[config.mk]
export PLATFORM = sky130hd
export DESIGN_NAME = gpio_irq_detect
export DESIGN_NICKNAME = d
export VERILOG_FILES = /design/src/rtl/gpio_irq_pkg.sv /design/src/rtl/gpio_pin_history.sv /design/src/rtl/gpio_trig_qual.sv /design/src/rtl/gpio_sticky_flag.sv /design/src/rtl/gpio_irq_detect.sv
export SDC_FILE = /design/constraint.sdc
export NUM_CORES = 1
export LEC_CHECK = 0
export ABC_AREA = 1
export BUFFER_PORTS_ARGS = -buffer_cell sky130_fd_sc_hd__buf_4
export CAP_MARGIN = 20
export CELL_PAD_IN_SITES_DETAIL_PLACEMENT = 1
export CELL_PAD_IN_SITES_GLOBAL_PLACEMENT = 2
export CORE_MARGIN = 5
export CORE_UTILIZATION = 25
export CTS_CLUSTER_DIAMETER = 40
export CTS_CLUSTER_SIZE = 25
export DETAILED_ROUTE_END_ITERATION = 8
export PLACE_DENSITY_LB_ADDON = 0.1
export SETUP_SLACK_MARGIN = 0.3
export SLEW_MARGIN = 20
export SYNTH_ARGS = -nofsm -noshare
export SYNTH_HDL_FRONTEND = slang
export SYNTH_SLANG_ARGS = --single-unit
export TNS_END_PERCENT = 10
[constraint.sdc]
create_clock -name clk -period 3.5 [get_ports clk]
set_input_delay 0.7 -clock clk [delete_from_list [all_inputs] [get_ports clk]]
set_output_delay 0.7 -clock clk [all_outputs]
set_load 0.005 [all_outputs]
[src/rtl/gpio_irq_pkg.sv]
package gpio_irq_pkg;

  // Polarity / trigger selection code
  typedef enum logic [1:0] {
    TRIG_LOW  = 2'b00,
    TRIG_HIGH = 2'b01,
    TRIG_BOTH = 2'b10,
    TRIG_RSVD = 2'b11
  } trig_sel_e;

  localparam int unsigned POL_W     = 2;
  localparam int unsigned TYPE_W    = POL_W + 1;
  localparam int unsigned NUM_FLAGS = 2;
  localparam int unsigned FLAG_IRQ  = 0;
  localparam int unsigned FLAG_WAKE = 1;

endpackage

[src/rtl/gpio_pin_history.sv]
module gpio_pin_history (
  input  logic clk,
  input  logic rst_n,
  input  logic pin_i,
  output logic rise_o,
  output logic fall_o
);
  logic prev_q;
  logic prev_d;

  always_comb begin
    prev_d = pin_i;
    rise_o = pin_i & ~prev_q;
    fall_o = ~pin_i & prev_q;
  end

  always_ff @(posedge clk or negedge rst_n) begin
    if (!rst_n) prev_q <= 1'b0;
    else        prev_q <= prev_d;
  end
endmodule

[src/rtl/gpio_trig_qual.sv]
module gpio_trig_qual
  import gpio_irq_pkg::*;
(
  input  logic      en_i,
  input  logic      level_i,
  input  trig_sel_e sel_i,
  input  logic      pin_i,
  input  logic      rise_i,
  input  logic      fall_i,
  input  logic      type_chg_i,
  output logic      hit_o,
  output logic      lvl_sense_o
);
  logic raw;

  always_comb begin
    case (sel_i)
      TRIG_LOW:  raw = level_i ? ~pin_i : fall_i;
      TRIG_HIGH: raw = level_i ?  pin_i : rise_i;
      TRIG_BOTH: raw = rise_i | fall_i;
      default:   raw = 1'b0;
    endcase
    lvl_sense_o = level_i && (sel_i != TRIG_BOTH);
    hit_o       = en_i & raw & ~type_chg_i;
  end
endmodule

[src/rtl/gpio_sticky_flag.sv]
module gpio_sticky_flag (
  input  logic clk,
  input  logic rst_n,
  input  logic set_i,
  input  logic clr_i,
  input  logic flush_i,
  input  logic clr_wins_i,
  output logic flag_o
);
  logic flag_q;
  logic flag_d;
  logic upd;

  always_comb begin
    upd = set_i | clr_i | flush_i;
    if (flush_i) flag_d = 1'b0;
    else         flag_d = (flag_q & ~clr_i) | (set_i & ~(clr_i & clr_wins_i));
  end

  always_ff @(posedge clk or negedge rst_n) begin
    if (!rst_n)   flag_q <= 1'b0;
    else if (upd) flag_q <= flag_d;
  end

  assign flag_o = flag_q;
endmodule

[src/rtl/gpio_irq_detect.sv]
module gpio_irq_detect
  import gpio_irq_pkg::*;
(
  input  logic             clk,
  input  logic             rst_n,
  input  logic             pin_lvl,
  input  logic             cfg_en,
  input  logic             cfg_unmask,
  input  logic             cfg_level,
  input  logic [POL_W-1:0] cfg_pol,
  input  logic             cfg_wake_en,
  input  logic             sts_clr,
  output logic             irq_sts,
  output logic             wake_sts,
  output logic             irq_req,
  output logic             svc_req
);
  logic [TYPE_W-1:0]    type_q;
  logic [TYPE_W-1:0]    type_d;
  logic                 type_chg;
  logic                 rise, fall;
  logic                 hit, lvl_sense;
  logic [NUM_FLAGS-1:0] flag_set;
  logic [NUM_FLAGS-1:0] flag_q;

  always_comb begin
    type_d   = {cfg_level, cfg_pol};
    type_chg = (type_d != type_q);
  end

  always_ff @(posedge clk or negedge rst_n) begin
    if (!rst_n)        type_q <= '0;
    else if (type_chg) type_q <= type_d;
  end

  gpio_pin_history u_hist (
    .clk    (clk),
    .rst_n  (rst_n),
    .pin_i  (pin_lvl),
    .rise_o (rise),
    .fall_o (fall)
  );

  gpio_trig_qual u_qual (
    .en_i        (cfg_en),
    .level_i     (cfg_level),
    .sel_i       (trig_sel_e'(cfg_pol)),
    .pin_i       (pin_lvl),
    .rise_i      (rise),
    .fall_i      (fall),
    .type_chg_i  (type_chg),
    .hit_o       (hit),
    .lvl_sense_o (lvl_sense)
  );

  always_comb begin
    flag_set            = '0;
    flag_set[FLAG_IRQ]  = hit;
    flag_set[FLAG_WAKE] = hit & cfg_wake_en;
  end

  for (genvar g = 0; g < NUM_FLAGS; g++) begin : g_flag
    gpio_sticky_flag u_flag (
      .clk        (clk),
      .rst_n      (rst_n),
      .set_i      (flag_set[g]),
      .clr_i      (sts_clr),
      .flush_i    (type_chg),
      .clr_wins_i (lvl_sense),
      .flag_o     (flag_q[g])
    );
  end

  always_comb begin
    irq_sts  = flag_q[FLAG_IRQ];
    wake_sts = flag_q[FLAG_WAKE];
    irq_req  = flag_q[FLAG_IRQ] & cfg_unmask;
    svc_req  = |flag_q;
  end
endmodule

==> results.sh, run 1 <==
export IMPL_initial_utilization_pct=27.15
export IMPL_antennaDiodeCount=0
export IMPL_synth_avg_cell_area_um2=7.332
export IMPL_postSynthNetCount=62
export IMPL_grt_first_pass_wirelength_mm=1.373
export IMPL_max_slew_worst_pin_slew_ns=0.1886
export IMPL_timing_critical_path_cells="or2_2 > buf_4"
export IMPL_grt_max_degree=7
export IMPL_critical_path_peak_fanout=4
export IMPL_final_max_slew_viol_count=0
export IMPL_tritoncts="yes"
export IMPL_grt_pass1_vias=345
export IMPL_place_area_um2=471.7
export IMPL_timing_fmax_mhz=571.9
export IMPL_timing_hold_worst_class="in -> async"
export IMPL_crit_path_max_incr_delay_ns=0.40
export IMPL_synth_cells=50
export IMPL_detail_route_vias_per_cell=4.500
export IMPL_ir_worst_vdd_mv=0.2469
export IMPL_power_per_cell_area_nw_per_um2=324.0
export IMPL_place_hpwl_um=712
export IMPL_hold_violations=0
export IMPL_number_of_remaining_drc_errors=0
export IMPL_synth_sequential_area_ratio_pct=40.96
export IMPL_clk_transition_reported_paths_ns=0.04
export IMPL_tritoncts_num_sinks=6
export IMPL_io_pin_count=14
export IMPL_placement_rows=13
export IMPL_insertion_delay_ns=0.24
export IMPL_die_area_um2=2332
export IMPL_cell_at_the_root_of_the_clock_tree="clkbuf_4"
export IMPL_die_x_um=48.30
export IMPL_drive_above_1_share_pct=31.75
export IMPL_finalCriticalPeriod_ns=1.748
export IMPL_final_cell_count_no_fill=78
export IMPL_fin_tns_setup_ns=0
export IMPL_coreArea_um2=1350
export IMPL_grt_usage_pct=9.351
export IMPL_p_leak_nw=0.2804
export IMPL_sw_frac_of_total_pct=23.14
export IMPL_power_frac_comb_pct=16.1
export IMPL_setup_worst_path_start_class="flip-flop"
export IMPL_synth_ff_latch_count=6
export IMPL_first_iter_violations=0
export IMPL_setup_violations=0
export IMPL_place_congestion=0.6628
export IMPL_cp_slowest_cell="dfrtp_1"
export IMPL_dpl_cell_count=75
export IMPL_areaGrowthSynthToFinish_pct=34.81
export IMPL_syn_area_um2=366.6
export IMPL_post_cts_setup_buffers=0
export IMPL_pwr_share_clk_pct=38.1
export IMPL_cts_max_level=1
export IMPL_final_setup_skew_ns=0.003487
export IMPL_setup_repair_after_global_routing_missed_its_margin="no"
export IMPL_period_share_pct=49.95
export IMPL_internal_power_uw=123.1
export IMPL_status="complete, no violations"
export IMPL_cap_viol_max_count=0
export IMPL_finish_net_count=77
export IMPL_routed_wire_length_per_instance_um=10.32
export IMPL_detailed_route_wl_um=805
export IMPL_globalRouteOverflowTotal=0
export IMPL_post_cts_resized_instances=0
export IMPL_detail_route_first_pass_iterations=1
export IMPL_port_buffers=13
export IMPL_setup_worst_path_class="reg -> out"
export IMPL_die_h_um=48.30
export IMPL_yosys_cell_types_count=17
export IMPL_clock_path_buffers=2
export IMPL_number_of_hold_buffers_added_after_cts=0
export IMPL_critical_path_required_ns=2.80
export IMPL_number_of_warnings_printed_during_yosys_synthesis=0
export IMPL_total_power_uw=160.1
export IMPL_ant_nets=0
export IMPL_sequentialPowerShare_pct=45.8
export IMPL_antenna_found_initial=0
export IMPL_worst_slew_margin_rel_pct=87.29
export IMPL_finalInstanceArea_um2=494.2
export IMPL_cts_made_buffers=3
export IMPL_timing_critical_path_arrival_ns=1.05
export IMPL_worstSetupEndpointType="primary output"
export IMPL_p_switching_uw=37.06
export IMPL_routed_via_count=351
area by class of cell:
| class | instances | area [um2] |
|---|---|---|
| Fill cell | 172 | 855.8 |
| Timing Repair Buffer | 13 | 97.59 |
| Inverter | 10 | 37.54 |
| Multi-Input combinational cell | 31 | 167.7 |
| Sequential cell | 6 | 150.1 |
| Tap cell | 15 | 18.77 |
| Clock buffer | 3 | 22.52 |
power by group through the flow:
stage	logic (mW)	clock network, mW	registers (mW)
3_5_place_dp	0.0269	0	0.0743
5_1_grt	0.0301	0.0714	0.0736
4_1_cts	0.0270	0.0645	0.0733
3_3_place_gp	0.0267	0	0.0743
2_1_floorplan	0.0133	0	0.0740
6_report	0.0258	0.0610	0.0733
cells in the mapped netlist:
cell type	number	area share, %
inv_1	9	9.2
ha_1	2	6.8
a21oi_1	2	2.7
o21ai_0	1	1.4
nand3_2	1	2.7
clkbuf_1	3	3.1
nor2_2	1	1.7
nand4_1	1	1.7
xnor2_1	1	2.4
nand2_1	14	14
nand3_1	3	4.1
inv_2	1	1.0
nor2_1	2	2.0
or2_2	1	1.7
dfrtp_1	6	41
o211ai_1	1	2.0
nand3b_1	1	2.0
metrics by stage:
stage	utilization, %	setup WS, ns	hold WS, ns
5_1_grt	36.61	1.704	0.2458
3_3_place_gp	34.94	1.790	0.5123
4_1_cts	36.61	1.730	0.2506
2_1_floorplan	-	1.988	0.4044
6_report	36.61	1.752	0.2567
3_5_place_dp	34.94	1.781	0.5124
worst max-delay path: cells and delay by family, from the launching register on:
kind                   cells  cell delay (ns)
buffers and inverters      1             0.14
flip-flops                 1             0.40
AND/OR/NAND/NOR            1             0.28
path summary, 6_finish.rpt:
path	depth (start not counted)	slack, ns	end	start
min reg2reg	2	0.55	g_flag[1].u_flag.flag_o$_DFFE_PN0P_	g_flag[1].u_flag.flag_o$_DFFE_PN0P_
max reg2reg	5	2.29	g_flag[1].u_flag.flag_o$_DFFE_PN0P_	u_hist.prev_q$_DFF_PN0_
max in group asynchronous	1	3.13	type_q[0]$_DFFE_PN0P_	rst_n
max	2	1.75	svc_req	g_flag[0].u_flag.flag_o$_DFFE_PN0P_
min in group clk	2	0.55	g_flag[1].u_flag.flag_o$_DFFE_PN0P_	g_flag[1].u_flag.flag_o$_DFFE_PN0P_
min	1	0.26	u_hist.prev_q$_DFF_PN0_	rst_n
logic make-up (layout without fill, tap and decap cells):
logic type | after synthesis | after routing | synth area share, %
adder cells (fa/ha/maj) | 2 | 2 | 6.825
AND/OR/NAND/NOR | 24 | 24 | 30.38
AO/OA/AOI/OAI | 4 | 4 | 6.143
flip-flops | 6 | 6 | 40.95
buffers and inverters | 13 | 26 | 13.31
XOR/XNOR | 1 | 1 | 2.390
flip-flops by register name, indices dropped and copies added, names as in the netlist:
name	cells
type_q	3
u_hist.prev_q	1
g_flag.u_flag.flag_o	2
routing by layer:
metal  share of wire, %  vias up  global-route usage (%)  wire (um)
met3                 12        2                   6.642         95
met2                 50       13                   14.58        399
met1                 37      158                   9.213        301
met5                  0        -                       0          0
met4               0.99        0                   4.839          8
li1                   -      178                       -          -
cell usage in the layout (no fill, tap or decap):
cell / n
nand2_1: 14
buf_4: 13
inv_1: 9
dfrtp_1: 6
nand3_1: 3
clkbuf_4: 3
nor2_1: 2
a21oi_1: 2
ha_1: 2
or2_2: 1
inv_2: 1
o21ai_0: 1
xnor2_1: 1
nand3_2: 1
nor2_2: 1
o211ai_1: 1
nand3b_1: 1
nand4_1: 1
(Power assumes the default switching activity.)
==> inputs of run 2 (changes only) <==
--- a/config.mk
+++ b/config.mk
@@ -5,7 +5,7 @@
 export SDC_FILE = /design/constraint.sdc
 export NUM_CORES = 1
 export LEC_CHECK = 0
-export ABC_AREA = 1
+export ABC_AREA = 0
 export BUFFER_PORTS_ARGS = -buffer_cell sky130_fd_sc_hd__buf_4
 export CAP_MARGIN = 20
 export CELL_PAD_IN_SITES_DETAIL_PLACEMENT = 1
==> constraint.sdc (replaced) <==
create_clock -name clk -period 1.8 [get_ports clk]
set_input_delay 0.36 -clock clk [delete_from_list [all_inputs] [get_ports clk]]
set_output_delay 0.36 -clock clk [all_outputs]
set_load 0.005 [all_outputs]
==> results.sh, run 2 <==
export IMPL_coreArea_um2=1285
export IMPL_tritoncts_num_sinks=6
export IMPL_synth_sequential_area_ratio_pct=44.78
export IMPL_routed_via_count=277
export IMPL_yosys_cell_types_count=20
export IMPL_initial_utilization_pct=26.10
export IMPL_finalCriticalPeriod_ns=1.408
export IMPL_detail_route_first_pass_iterations=2
export IMPL_cell_at_the_root_of_the_clock_tree="clkbuf_4"
export IMPL_dpl_cell_count=57
export IMPL_max_slew_worst_pin_slew_ns=0.2418
export IMPL_post_synth_main_area_contributors="dfrtp_1 (45%), xnor2_1 (7.8%), ha_1 (7.5%)"
export IMPL_total_power_uw=314.3
export IMPL_critical_path_peak_fanout=4
export IMPL_tritoncts="yes"
export IMPL_synth_top_area_cell="dfrtp_1"
export IMPL_period_share_pct=78.22
export IMPL_path_delay_family="flip-flops"
export IMPL_timing_critical_path_cells="or2_2 > buf_4"
export IMPL_compound_gate_portion_of_the_synthesized_area_pct=14.93
export IMPL_setup_worst_path_start_class="flip-flop"
export IMPL_netlist_area_leader_share_pct=44.78
export IMPL_cap_viol_max_count=0
export IMPL_finish_net_count=60
export IMPL_io_pin_count=14
export IMPL_synthMostInstantiatedCell="dfrtp_1"
export IMPL_crit_path_max_incr_delay_ns=0.40
export IMPL_clock_path_buffers=2
export IMPL_grt_pass1_vias=295
export IMPL_status="complete, no violations"
export IMPL_post_synth_most_frequent_cells="dfrtp_1 (6), xnor2_1 (3)"
export IMPL_antennaDiodeCount=0
export IMPL_cts_made_buffers=3
export IMPL_setup_violations=0
export IMPL_most_used_dff_post_synth="dfrtp_1"
export IMPL_insertion_delay_ns=0.24
export IMPL_first_iter_violations=3
export IMPL_setup_repair_after_global_routing_missed_its_margin="no"
export IMPL_power_per_cell_area_nw_per_um2=671.6
export IMPL_number_of_remaining_drc_errors=0
export IMPL_synth_top_family_by_area="compound AO/OA/AOI/OAI gates"
export IMPL_areaGrowthSynthToFinish_pct=39.55
export IMPL_port_buffers=13
export IMPL_worst_slew_margin_rel_pct=83.74
export IMPL_hold_violations=0
export IMPL_critical_path_required_ns=1.44
export IMPL_synth_cells=32
export IMPL_globalRouteOverflowTotal=0
export IMPL_proportion_of_synthesized_area_in_mux_cells_pct=3.358
export IMPL_die_area_um2=2174
export IMPL_mostFrequentLayoutCell="buf_4"
export IMPL_die_x_um=46.63
export IMPL_placement_rows=13
export IMPL_final_cell_count_no_fill=61
export IMPL_synth_edf_count=0
export IMPL_place_congestion=0.6819
export IMPL_number_of_warnings_printed_during_yosys_synthesis=0
export IMPL_postSynthNetCount=44
export IMPL_grt_first_pass_wirelength_mm=1.186
export IMPL_drive_above_1_share_pct=41.30
export IMPL_final_cell_mix="buf_4 (13), dfrtp_1 (6), xnor2_1 (3), clkbuf_4 (3)"
export IMPL_critical_path_n_buffers_inverters=1
export IMPL_die_h_um=46.63
export IMPL_cts_max_level=1
export IMPL_layout_filler_cells=165
export IMPL_ir_worst_vdd_mv=0.3515
export IMPL_grt_max_degree=8
export IMPL_detailed_route_wl_um=730
export IMPL_registers_top_by_ff_count="type_q"
export IMPL_synth_ff_latch_count=6
export IMPL_synthAdderAreaFrac_pct=7.463
export IMPL_ys_async_sr_fraction_pct=100.0
export IMPL_antenna_found_initial=0
export IMPL_final_max_slew_viol_count=0
export IMPL_clk_transition_reported_paths_ns=0.04
export IMPL_timing_critical_path_arrival_ns=1.05
export IMPL_cp_slowest_cell="dfrtp_1"
export IMPL_grt_usage_pct=8.228
export IMPL_timing_hold_worst_class="in -> reg"
export IMPL_place_hpwl_um=613.8
export IMPL_p_leak_nw=0.2341
export IMPL_timing_fmax_mhz=710.3
export IMPL_yosys_area_share_simple_pct=14.55
export IMPL_worstSetupEndpointType="primary output"
export IMPL_synth_avg_cell_area_um2=10.48
export IMPL_final_setup_skew_ns=0.0001565
export IMPL_routed_wire_length_per_instance_um=11.97
export IMPL_detail_route_vias_per_cell=4.541
export IMPL_syn_area_um2=335.3
export IMPL_synth_xor_area_share_pct=7.836
export IMPL_setup_worst_path_class="reg -> out"
export IMPL_ant_nets=0
export IMPL_largest_register_ffs=3
export IMPL_fin_tns_setup_ns=0
run 2: cell count changes after synthesis, sizes merged, moves of 2 or more:
cell / delta
inv: -8
nand2: -12
nand3: -3
nor2: -2
nor2b: +2
xnor2: +2
run 2: worst paths after layout:
kind	start	to	slack, ns	depth (start not counted)
setup / recovery	g_flag[0].u_flag.flag_o$_DFFE_PN0P_	svc_req	0.39	2
hold / removal	pin_lvl	u_hist.prev_q$_DFF_PN0_	0.26	1
setup reg to reg	u_hist.prev_q$_DFF_PN0_	g_flag[1].u_flag.flag_o$_DFFE_PN0P_	0.43	5
hold reg to reg	g_flag[1].u_flag.flag_o$_DFFE_PN0P_	g_flag[1].u_flag.flag_o$_DFFE_PN0P_	0.53	1
max in group asynchronous	rst_n	u_hist.prev_q$_DFF_PN0_	1.23	2
min in group asynchronous	rst_n	g_flag[0].u_flag.flag_o$_DFFE_PN0P_	0.46	2
run 2: where the power goes:
group,total (mW),internal (mW),switching (mW),leakage (nW)
Combinational,0.0501,0.0282,0.0219,0.146
Sequential,0.143,0.141,0.00248,0.0745
Clock,0.121,0.0752,0.0459,0.0138
run 2: final cells by class:
| type | count | area [um2] | area share, % |
|---|---|---|---|
| clock buffer | 3 | 22.52 | 4.813 |
| inverter | 2 | 7.507 | 1.604 |
| multi-input combinational | 21 | 161.4 | 34.49 |
| sequential | 6 | 150.1 | 32.09 |
| tap | 15 | 18.77 | 4.011 |
| timing repair buffer | 14 | 107.6 | 22.99 |
run 2: what timing repair did:
action / 4_1_cts / 5_1_grt
endpoints found under the hold margin: 6 / 0
buffers inserted: 0 / 0
resized for setup: 0 / 0
hold buffers: 1 / 0
run 2: logic make-up (layout without fill, tap and decap cells):
logic type,Yosys count,count (layout)
and+or+nand+nor,9,9
muxes,1,1
adders and majority gates,2,2
AOI/OAI and AO/OA,6,6
DFF,6,6
xor gates and xnor gates,3,3
buffers and inverters,5,19
run 2: layer usage:
metal,up-vias,GRT usage [%],wire [um]
met5,-,0,0
met4,0,8.287,22
met3,2,1.563,53
met2,9,12.36,351
met1,131,9.346,302
li1,135,-,-
run 2: worst reg2reg max path: stages (launching register included):
cell	delay, ns
dfrtp_1	0.37
ha_1	0.27
a21oi_1	0.14
o31ai_1	0.09
a211oi_2	0.26
a22o_1	0.17
run 2: per-stage QoR:
stage	setup WS (ns)	cell area (um2)	utilization [%]	hold WS [ns]
after floorplan	0.4932	335.3	-	0.06441
after global placement	0.3031	435.4	33.89	0.1699
after detailed placement	0.2779	435.4	33.89	0.1719
after CTS	0.3754	467.9	36.42	0.2508
after global routing	0.3304	467.9	36.42	0.2501
final	0.3921	467.9	36.42	0.2633
